File: src/rtl/twin_code_capture.sv
module twin_code_capture #(
  parameter int WIDTH       = 12,
  parameter int SYNC_STAGES = 2
) (
  input  logic             clk,
  input  logic             rst_n,
  input  logic             wr_strobe,
  input  logic             sel_a_n,
  input  logic             sel_b_n,
  input  logic [WIDTH-1:0] wr_data,
  output logic [WIDTH-1:0] code_a,
  output logic [WIDTH-1:0] code_b
);

  localparam int LAST = SYNC_STAGES;

  logic [LAST:0]      wr_q;
  logic [LAST:0]      sa_q;
  logic [LAST:0]      sb_q;
  logic [WIDTH-1:0]   dat_q [LAST+1];
  logic               wr_rise;
  logic               load_a;
  logic               load_b;

  always_ff @(posedge clk or negedge rst_n) begin
    if (!rst_n) begin
      wr_q <= '0;
      sa_q <= '1;
      sb_q <= '1;
      for (int i = 0; i <= LAST; i++) dat_q[i] <= '0;
    end else begin
      wr_q <= {wr_q[LAST-1:0], wr_strobe};
      sa_q <= {sa_q[LAST-1:0], sel_a_n};
      sb_q <= {sb_q[LAST-1:0], sel_b_n};
      dat_q[0] <= wr_data;
      for (int i = 1; i <= LAST; i++) dat_q[i] <= dat_q[i-1];
    end
  end

  assign wr_rise = wr_q[LAST-1] & ~wr_q[LAST];
  assign load_a  = wr_rise & ~sa_q[LAST];
  assign load_b  = wr_rise & ~sb_q[LAST];

  always_ff @(posedge clk or negedge rst_n) begin
    if (!rst_n) begin
      code_a <= '0;
      code_b <= '0;
    end else begin
      if (load_a) code_a <= dat_q[LAST];
      if (load_b) code_b <= dat_q[LAST];
    end
  end

  p_reset_clear_r1: assert property (@(posedge clk)
    !rst_n |=> (code_a == '0 && code_b == '0));

  p_no_edge_hold_r2: assert property (@(posedge clk) disable iff (!rst_n)
    !wr_rise |=> ($stable(code_a) && $stable(code_b)));

  p_load_a_r3: assert property (@(posedge clk) disable iff (!rst_n)
    (wr_rise && !sa_q[LAST]) |=> code_a == $past(dat_q[LAST]));

  p_load_b_r4: assert property (@(posedge clk) disable iff (!rst_n)
    (wr_rise && !sb_q[LAST]) |=> code_b == $past(dat_q[LAST]));

  p_both_high_r6: assert property (@(posedge clk) disable iff (!rst_n)
    (wr_rise && sa_q[LAST] && sb_q[LAST]) |=> ($stable(code_a) && $stable(code_b)));

  p_broadcast_r5: assert property (@(posedge clk) disable iff (!rst_n)
    (wr_rise && !sa_q[LAST] && !sb_q[LAST]) |=> code_a == code_b);

endmodule

File: config.mk
export PLATFORM = sky130hd
export DESIGN_NAME = twin_code_capture
export DESIGN_NICKNAME = d
export VERILOG_FILES = /design/src/rtl/twin_code_capture.sv
export SDC_FILE = /design/constraint.sdc
export NUM_CORES = 1
export LEC_CHECK = 0
export BUFFER_PORTS_ARGS = -buffer_cell sky130_fd_sc_hd__clkbuf_2
export CAP_MARGIN = 20
export CELL_PAD_IN_SITES_DETAIL_PLACEMENT = 1
export CELL_PAD_IN_SITES_GLOBAL_PLACEMENT = 1
export CORE_ASPECT_RATIO = 0.75
export CORE_MARGIN = 5
export CORE_UTILIZATION = 48
export DETAILED_ROUTE_END_ITERATION = 8
export GPL_TIMING_DRIVEN = 0
export PLACE_DENSITY_LB_ADDON = 0.3
export SETUP_SLACK_MARGIN = 0.5
export SLEW_MARGIN = 10
export SYNTH_ARGS = -nofsm -noshare
export SYNTH_HDL_FRONTEND = slang
export SYNTH_SLANG_ARGS = --single-unit
File: constraint.sdc
create_clock -name clk -period 2.49 [get_ports clk]
set_input_delay 0.249 -clock clk [delete_from_list [all_inputs] [get_ports clk]]
set_output_delay 0.249 -clock clk [all_outputs]
set_load 0.005 [all_outputs]
# --- Word level (Yosys, flattened, before mapping) ---
# Index checks and enable logic that the tools add are counted.
classes:
  n_reduce_logical: 0
  shift: 0
  n_mux: 0
  magnitude_cmp: 0
  n_bitwise: 6
  div_mod_pow: 0
  n_eq_ne: 0
  add_sub_neg: 0
  mul: 0
ops:
  columns: ["cell", "count"]
  rows:
  - ["bitwise AND 1 bit", 3]
  - ["inverter 1 bit", 3]
word_totals:
  elab_cells: 14
  rom_bits: 0
  ff_bits: 69
  input_bits: 17
  latchBits: 0
  memories: 0
  ramBits: 0
  output_inout_bits: 24

# --- Logic depth before layout (Yosys ltp) ---
# Gate-level depths: netlist (run 1).
depth:
  depth_word: 3
  depth_mapped: 3

# --- Least setup slack after synthesis (run 1) ---
# OpenSTA, ideal clock, no wires.
synth_path:
  path_type: "reg2reg"
  start: "reg wr_q[2]"
  end: "reg code_a[10]"
  synth_period_minus_slack_ns: 1.267
  arrival_ns: 1.142
  t_required_ns: 2.365
  setup_time_ns: 0.125
  stages_incl_launch_ff: 4
  slack_ns: 1.223
  cell_sequence: "dfrtp_1 > nor3b_4 > buf_6 > mux2_2"
synth_between:
  elab_chain_cells: 3
synth_rtl:
  columns: ["item", "line", "text"]
  rows:
  - ["start, declared", "17", "logic [LAST:0] wr_q;"]
  - ["start signal, assigned", "32", "wr_q <= {wr_q[LAST-1:0], wr_strobe};"]
  - ["inverter 1 bit", "40", "assign wr_rise = wr_q[LAST-1] & ~wr_q[LAST];"]
  - ["bitwise AND 1 bit", "40", null]
  - ["bitwise AND 1 bit", "41", "assign load_a = wr_rise & ~sa_q[LAST];"]
  - ["end signal, assigned", "49", "if (load_a) code_a <= dat_q[LAST];"]
  - ["end, declared", "11", "output logic [WIDTH-1:0] code_a,"]
# Every way passes these cells.
# A chain may end at the register's enable or synchronous reset.

# --- Worst setup path in the final report (run 1) ---
layout_path:
  start: "reg wr_q[2]"
  end: "reg code_b[9]"
layout_between:
  elab_chain_cells: 3
layout_rtl:
  columns: ["item", "line", "text"]
  rows:
  - ["inverter 1 bit", "40", null]
  - ["bitwise AND 1 bit", "40", null]
  - ["bitwise AND 1 bit", "42", "assign load_b = wr_rise & ~sb_q[LAST];"]
  - ["end signal, assigned", "50", "if (load_b) code_b <= dat_q[LAST];"]
  - ["end, declared", "12", "output logic [WIDTH-1:0] code_b"]
# Every way passes these cells.

==> impl_metrics.env, run 1 <==
export IMPL_outcome="finished, final reports clean"
export IMPL_ant_nets=0
export IMPL_yosysUniqueCellTypes=5
export IMPL_fp_dieW_um=85.7
export IMPL_pre_cts_ws_ps=1120
export IMPL_syn_to_final_growth_pct=28.8
export IMPL_antenna_found_initial=0
export IMPL_cp_buffers_inverters=1
export IMPL_dpl_hpwl_um=2320
export IMPL_p_leak_nw=1.23
export IMPL_skew_ps=5.20
export IMPL_cts_htree_levels=3
export IMPL_fill_cells=368
export IMPL_drive_gt1_share_pct=54.5
export IMPL_grt_pass1_vias=1232
export IMPL_r2r_slack_ps=1100
export IMPL_fin_hold_ws_ps=18.3
export IMPL_dr_pass1_iters=2
export IMPL_ys_ff_latch=69
export IMPL_core_um2=4100
export IMPL_final_setup_worst_slack_ps=1100
export IMPL_yosysSeqAreaShare_pct=84.0
export IMPL_vias=1014
export IMPL_cts_setup_buffers=0
export IMPL_min_period_ps=1390
export IMPL_tightest_slew_ps=451
export IMPL_drcViolationCount=0
export IMPL_synth_top_cell_area_share_pct=76.4
export IMPL_synth_top_area_cell="dfrtp_1"
export IMPL_crit_chain="nor3b_4, buf_6, mux2_2"
export IMPL_finalHoldViolCount=0
export IMPL_cts_tree="done"
export IMPL_period_share_pct=55.8
export IMPL_synth_nets=114
export IMPL_rsz0062_at_grt="no"
export IMPL_grt_max_degree=37
export IMPL_clk_pin_slew_ps=70
export IMPL_final_nets=177
export IMPL_fmax_ghz=0.720
export IMPL_slew_headroom_pct=70.0
export IMPL_cp_top_family="flip-flops"
export IMPL_cp_arrival_ps=1610
export IMPL_gp_congestion=0.654
export IMPL_final_core_util_pct=64.8
export IMPL_min_delay_path_class="in2reg"
export IMPL_port_buffers=40
export IMPL_slowest_stage="dfrtp_1"
export IMPL_start_kind="register"
export IMPL_globalRouteTotalUtil_pct=16.2
export IMPL_row_count=20
export IMPL_clock_latency_ps=330
export IMPL_required_ps=2710
export IMPL_slew_viol_final=0
export IMPL_wl_per_cell_um=16.8
export IMPL_cts_repair_resized=0
export IMPL_ir_worst_vdd_uv=538
export IMPL_grt_overflow_total=0
export IMPL_vias_per_cell=4.59
export IMPL_syn_area_per_cell_um2=21.3
export IMPL_drt_iter0_markers=35
export IMPL_io_pins=41
export IMPL_setup_violations=0
export IMPL_cts_root_buf="clkbuf_8"
export IMPL_clock_path_buffers=2
export IMPL_synthCells=97
export IMPL_fp_dieArea_um2=5730
export IMPL_syn_area_um2=2060
export IMPL_critPathKind="reg2reg"
export IMPL_grt_pass1_wl_um=6470
export IMPL_initial_core_util_pct=50.3
export IMPL_slowest_delay_ps=440
export IMPL_yosysWarnings=0
export IMPL_wirelength_um=3710
export IMPL_cts_sinks=69
export IMPL_cap_viol_max_count=0
export IMPL_power_density_nw_per_um2=891
export IMPL_dieHeight_um=66.8
export IMPL_cp_max_fo=10
export IMPL_synth_area_top_cells="dfrtp_1, mux2_2, dfstp_2"
export IMPL_setup_tns_final_ps=0
export IMPL_critPathCaptureType="register"
export IMPL_cts_made_buffers=9
[logic make-up (layout without fill, tap and decap cells)]
| kind of cell | after synthesis | after routing | share of synthesized area [%] |
|---|---|---|---|
| and+or+nand+nor | 2 | 2 | 1.82 |
| other | 0 | 1 | 0 |
| muxes | 24 | 24 | 13.1 |
| DFF | 69 | 69 | 84.0 |
| buffers and inverters | 2 | 70 | 1.09 |
[worst reg2reg max path, delay by kind of cell, from the launching register on]
family                 cells  cell delay (ps)
muxes                      1              360
DFF                        1              440
and+or+nand+nor            1              270
buffers and inverters      1              210
[worst paths after layout]
kind                                 start         to  depth (start not counted)
worst max register to register     wr_q[2]  code_b[9]                          3
worst min-delay path            wr_data[8]  dat_q[32]                          1
max in group asynchronous            rst_n    sb_q[2]                          3
min in group asynchronous            rst_n    wr_q[0]                          2
worst min register to register   dat_q[22]  dat_q[10]                          0
worst max-delay path               wr_q[2]  code_b[9]                          3
[stage by stage]
stage | std cells | area [um^2] | power [mW]
after floorplan | 97 | 2060 | 1.38
final | 221 | 2660 | 2.37
after global routing | 220 | 2660 | 2.50
after global placement | 192 | 2330 | 1.51
after CTS | 218 | 2640 | 2.41
after detailed placement | 193 | 2360 | 1.53
[registers in the layout (all words and copies together), names as in the netlist]
| name | count |
|---|---|
| code_a | 12 |
| code_b | 12 |
| dat_q | 36 |
| sa_q | 3 |
| sb_q | 3 |
| wr_q | 3 |
[cells in the final DEF, fill, tap and decap left out, drive strengths merged]
cell | synthesis | final
buf | 2 | 3
bufinv | 0 | 1
clkbuf | 0 | 50
clkinv | 0 | 3
clkinvlp | 0 | 2
dfrtp | 63 | 63
dfstp | 6 | 6
diode | 0 | 1
dlygate4sd3 | 0 | 11
mux2 | 24 | 24
nor3b | 2 | 2
[routing by layer]
| metal | vias to the layer above | part of all wire, % | track usage, % | wire [um] |
|---|---|---|---|---|
| met1 | 528 | 35 | 16.0 | 1300 |
| met4 | 0 | 1.7 | 9.09 | 64 |
| met5 | - | 0 | 0 | 0 |
| li1 | 449 | - | - | - |
| met3 | 7 | 6.6 | 7.17 | 246 |
| met2 | 30 | 57 | 28.6 | 2100 |
[synth_stat cells (all sizes together)]
cell	n
buf	2
dfstp	6
dfrtp	63
nor3b	2
mux2	24
[repair_timing]
action                     4_1_cts  5_1_grt
setup endpoints to repair        0        0
hold endpoints to repair        39        2
hold buffers                     9        2
[where the power goes]
part,switching [mW],internal [mW],leakage (nW)
logic,0.0952,0.133,0.337
clock network,0.390,0.460,0.0923
registers,0.0565,1.24,0.802
total,0.542,1.83,1.23
[cell type report]
class | count | area, um^2 | share of cell area [%]
Tap cell | 55 | 68.8 | 2.59
Timing Repair Buffer | 52 | 333 | 12.5
Clock inverter | 6 | 63.8 | 2.40
Antenna cell | 1 | 2.50 | 0.0941
Sequential cell | 69 | 1730 | 65.2
Clock buffer | 10 | 128 | 4.80
Buffer | 2 | 22.5 | 0.847
Multi-Input combinational cell | 26 | 308 | 11.6
No activity file was read; power rests on OpenSTA's default activity.
==> inputs of run 2 (changes only) <==
CORE_UTILIZATION = 40   (was 48)
clock period = 1.1 ns   (was 2.49 ns; I/O delays follow)
==> impl_metrics.env, run 2 (synthesized netlist as in run 1, its figures left out) <==
export IMPL_setup_violations=24
export IMPL_r2r_slack_ps=-260
export IMPL_cp_arrival_ps=1570
export IMPL_grt_use_met1_pct=14.8
export IMPL_grt_overflow_total=0
export IMPL_p_leak_nw=1.47
export IMPL_power_density_nw_per_um2=2180
export IMPL_final_nets=201
export IMPL_p_total_mw=6.64
export IMPL_cap_viol_max_count=0
export IMPL_period_share_pct=124
export IMPL_final_core_util_pct=61.5
export IMPL_required_ps=1320
export IMPL_slowest_stage="dfrtp_2"
export IMPL_fin_hold_ws_ps=-254
export IMPL_outcome="finished with violations"
export IMPL_critPathKind="reg2reg"
export IMPL_r2r_start="wr_q[2]"
export IMPL_final_setup_worst_slack_ps=-259
export IMPL_dpl_hpwl_um=2310
export IMPL_p_sw_share_pct=19.3
export IMPL_dr_pass1_iters=2
export IMPL_top_usage_layer="met2"
export IMPL_worstSetupStartpoint="wr_q[2]"
export IMPL_largest_reg_flops=36
export IMPL_fill_cells=452
export IMPL_fp_dieArea_um2=6710
export IMPL_cts_htree_levels=3
export IMPL_drcViolationCount=0
export IMPL_use_met3_pct=7.05
export IMPL_top_register="dat_q"
export IMPL_cts_made_buffers=9
export IMPL_p_int_mw=5.35
export IMPL_dieHeight_um=72.2
export IMPL_vias=1114
export IMPL_start_kind="register"
export IMPL_vias_per_cell=4.47
export IMPL_endpoint="code_b[11]"
export IMPL_largestRegisters="dat_q: 36 flops, code_a: 12 flops, code_b: 12 flops"
export IMPL_core_um2=4950
export IMPL_grt_pass1_wl_um=6610
export IMPL_slew_headroom_pct=70.1
export IMPL_cts_sinks=69
export IMPL_gr_usage_met2_pct=23.8
export IMPL_clock_latency_ps=330
export IMPL_clock_path_buffers=2
export IMPL_grt_pass1_vias=1301
export IMPL_ir_worst_vdd_uv=1040
export IMPL_seqPwrFrac_pct=44.1
export IMPL_power_switching_mw=1.28
export IMPL_wirelength_um=4010
export IMPL_timing_rr_end="code_b[11]"
export IMPL_cts_root_buf="clkbuf_8"
export IMPL_crit_chain="nor3b_4, buf_4, mux2_2"
export IMPL_wl_per_cell_um=16.1
export IMPL_row_count=22
export IMPL_skew_ps=9.30
export IMPL_io_pins=41
export IMPL_layout_commonest_cell="dfrtp_1"
export IMPL_mostFrequentLayoutCells="dfrtp_1, clkbuf_2, mux2_4, buf_4, dlygate4sd3_1"
export IMPL_violations="hold timing, setup timing"
export IMPL_grt_max_degree=39
export IMPL_gp_congestion=0.645
export IMPL_critPathCaptureType="register"
export IMPL_slowest_delay_ps=440
export IMPL_drive_gt1_share_pct=59.3
export IMPL_pwr_share_clk_pct=44.0
export IMPL_fp_dieW_um=93.0
export IMPL_reg2reg_depth=3
export IMPL_port_buffers=40
export IMPL_tightest_slew_ps=448
export IMPL_drt_iter0_markers=45
export IMPL_fmax_ghz=0.736
export IMPL_diodes=0
export IMPL_rsz0062_at_grt="yes"
export IMPL_ant_nets=0
export IMPL_finalHoldViolCount=31
export IMPL_power_frac_comb_pct=12.0
export IMPL_antenna_found_initial=0
export IMPL_cts_tree="done"
export IMPL_cp_max_fo=3
export IMPL_syn_to_final_growth_pct=47.5
export IMPL_initial_core_util_pct=41.7
export IMPL_hold_buffers=15
export IMPL_slew_viol_final=0
export IMPL_clk_pin_slew_ps=70
export IMPL_min_delay_path_class="in2async"
export IMPL_min_period_ps=1360
export IMPL_globalRouteTotalUtil_pct=13.8
## run 2: changes by cell type in the layout (fill, tap and decap cells not counted), sizes merged
| cell | change |
|---|---|
| bufinv | +4 |
| dlygate4sd3 | +4 |
| buf | +31 |
| clkinv | -3 |
| diode | -1 |
| clkinvlp | -1 |
| clkbuf | -11 |
## run 2: through the flow
step                      cell area, um^2  setup slack [ps]  TNS, ps  std cells
after floorplan                      2060              -147    -2960         97
after global placement               2340              -447   -33630        197
after detailed placement             2360              -311    -6220        198
after CTS                            3000              -282    -6360        244
after global routing                 3050              -304    -6900        249
final                                3050              -259    -5750        249
## run 2: timing repair
item,4_1_cts,5_1_grt
gates resized for setup,23,14
hold endpoints to repair,46,31
pin swaps,2,2
cloned,2,0
endpoints found under the setup margin,48,48
setup buffers,13,5
## run 2: worst min path at each step
stage / slack [ps] / startpoint / cells after the start / to
after floorplan: -190 / rst_n / 0 / code_a[0]
after global placement: 200 / sel_a_n / 1 / sa_q[0]
after detailed placement: 110 / rst_n / 1 / dat_q[24]
after CTS: -260 / rst_n / 1 / dat_q[35]
after global routing: -250 / rst_n / 1 / dat_q[24]
final: -250 / rst_n / 1 / dat_q[35]
## run 2: routing by layer
metal / vias up / share of wire [%]
met5: - / 0
met4: 0 / 0.77
met3: 5 / 6.5
met2: 33 / 54
met1: 579 / 39
li1: 497 / -
## run 2: final cells by class
class / count / area (um^2) / share of cell area [%]
multi-input combinational: 26 / 387 / 12.7
tap: 60 / 75.1 / 2.47
sequential: 69 / 1740 / 57.0
buffer: 2 / 22.5 / 0.740
clock buffer: 10 / 138 / 4.52
clock inverter: 6 / 158 / 5.18
timing repair buffer: 76 / 531 / 17.4
## run 2: worst max-delay path, delay by kind of cell (launching register included)
kind	cells	cell delay [ps]
muxes	1	320
DFF	1	440
buffers and inverters	1	190
and+or+nand+nor	1	300
## run 2: power by group through the flow
stage / sequential, mW / clock (mW) / combinational, mW
finish: 2.93 / 2.92 / 0.794
detailed placement: 2.97 / 0 / 0.491
floorplan: 2.96 / 0 / 0.176
global placement: 2.95 / 0 / 0.460
global route: 2.96 / 3.12 / 0.860
CTS: 2.93 / 2.99 / 0.744
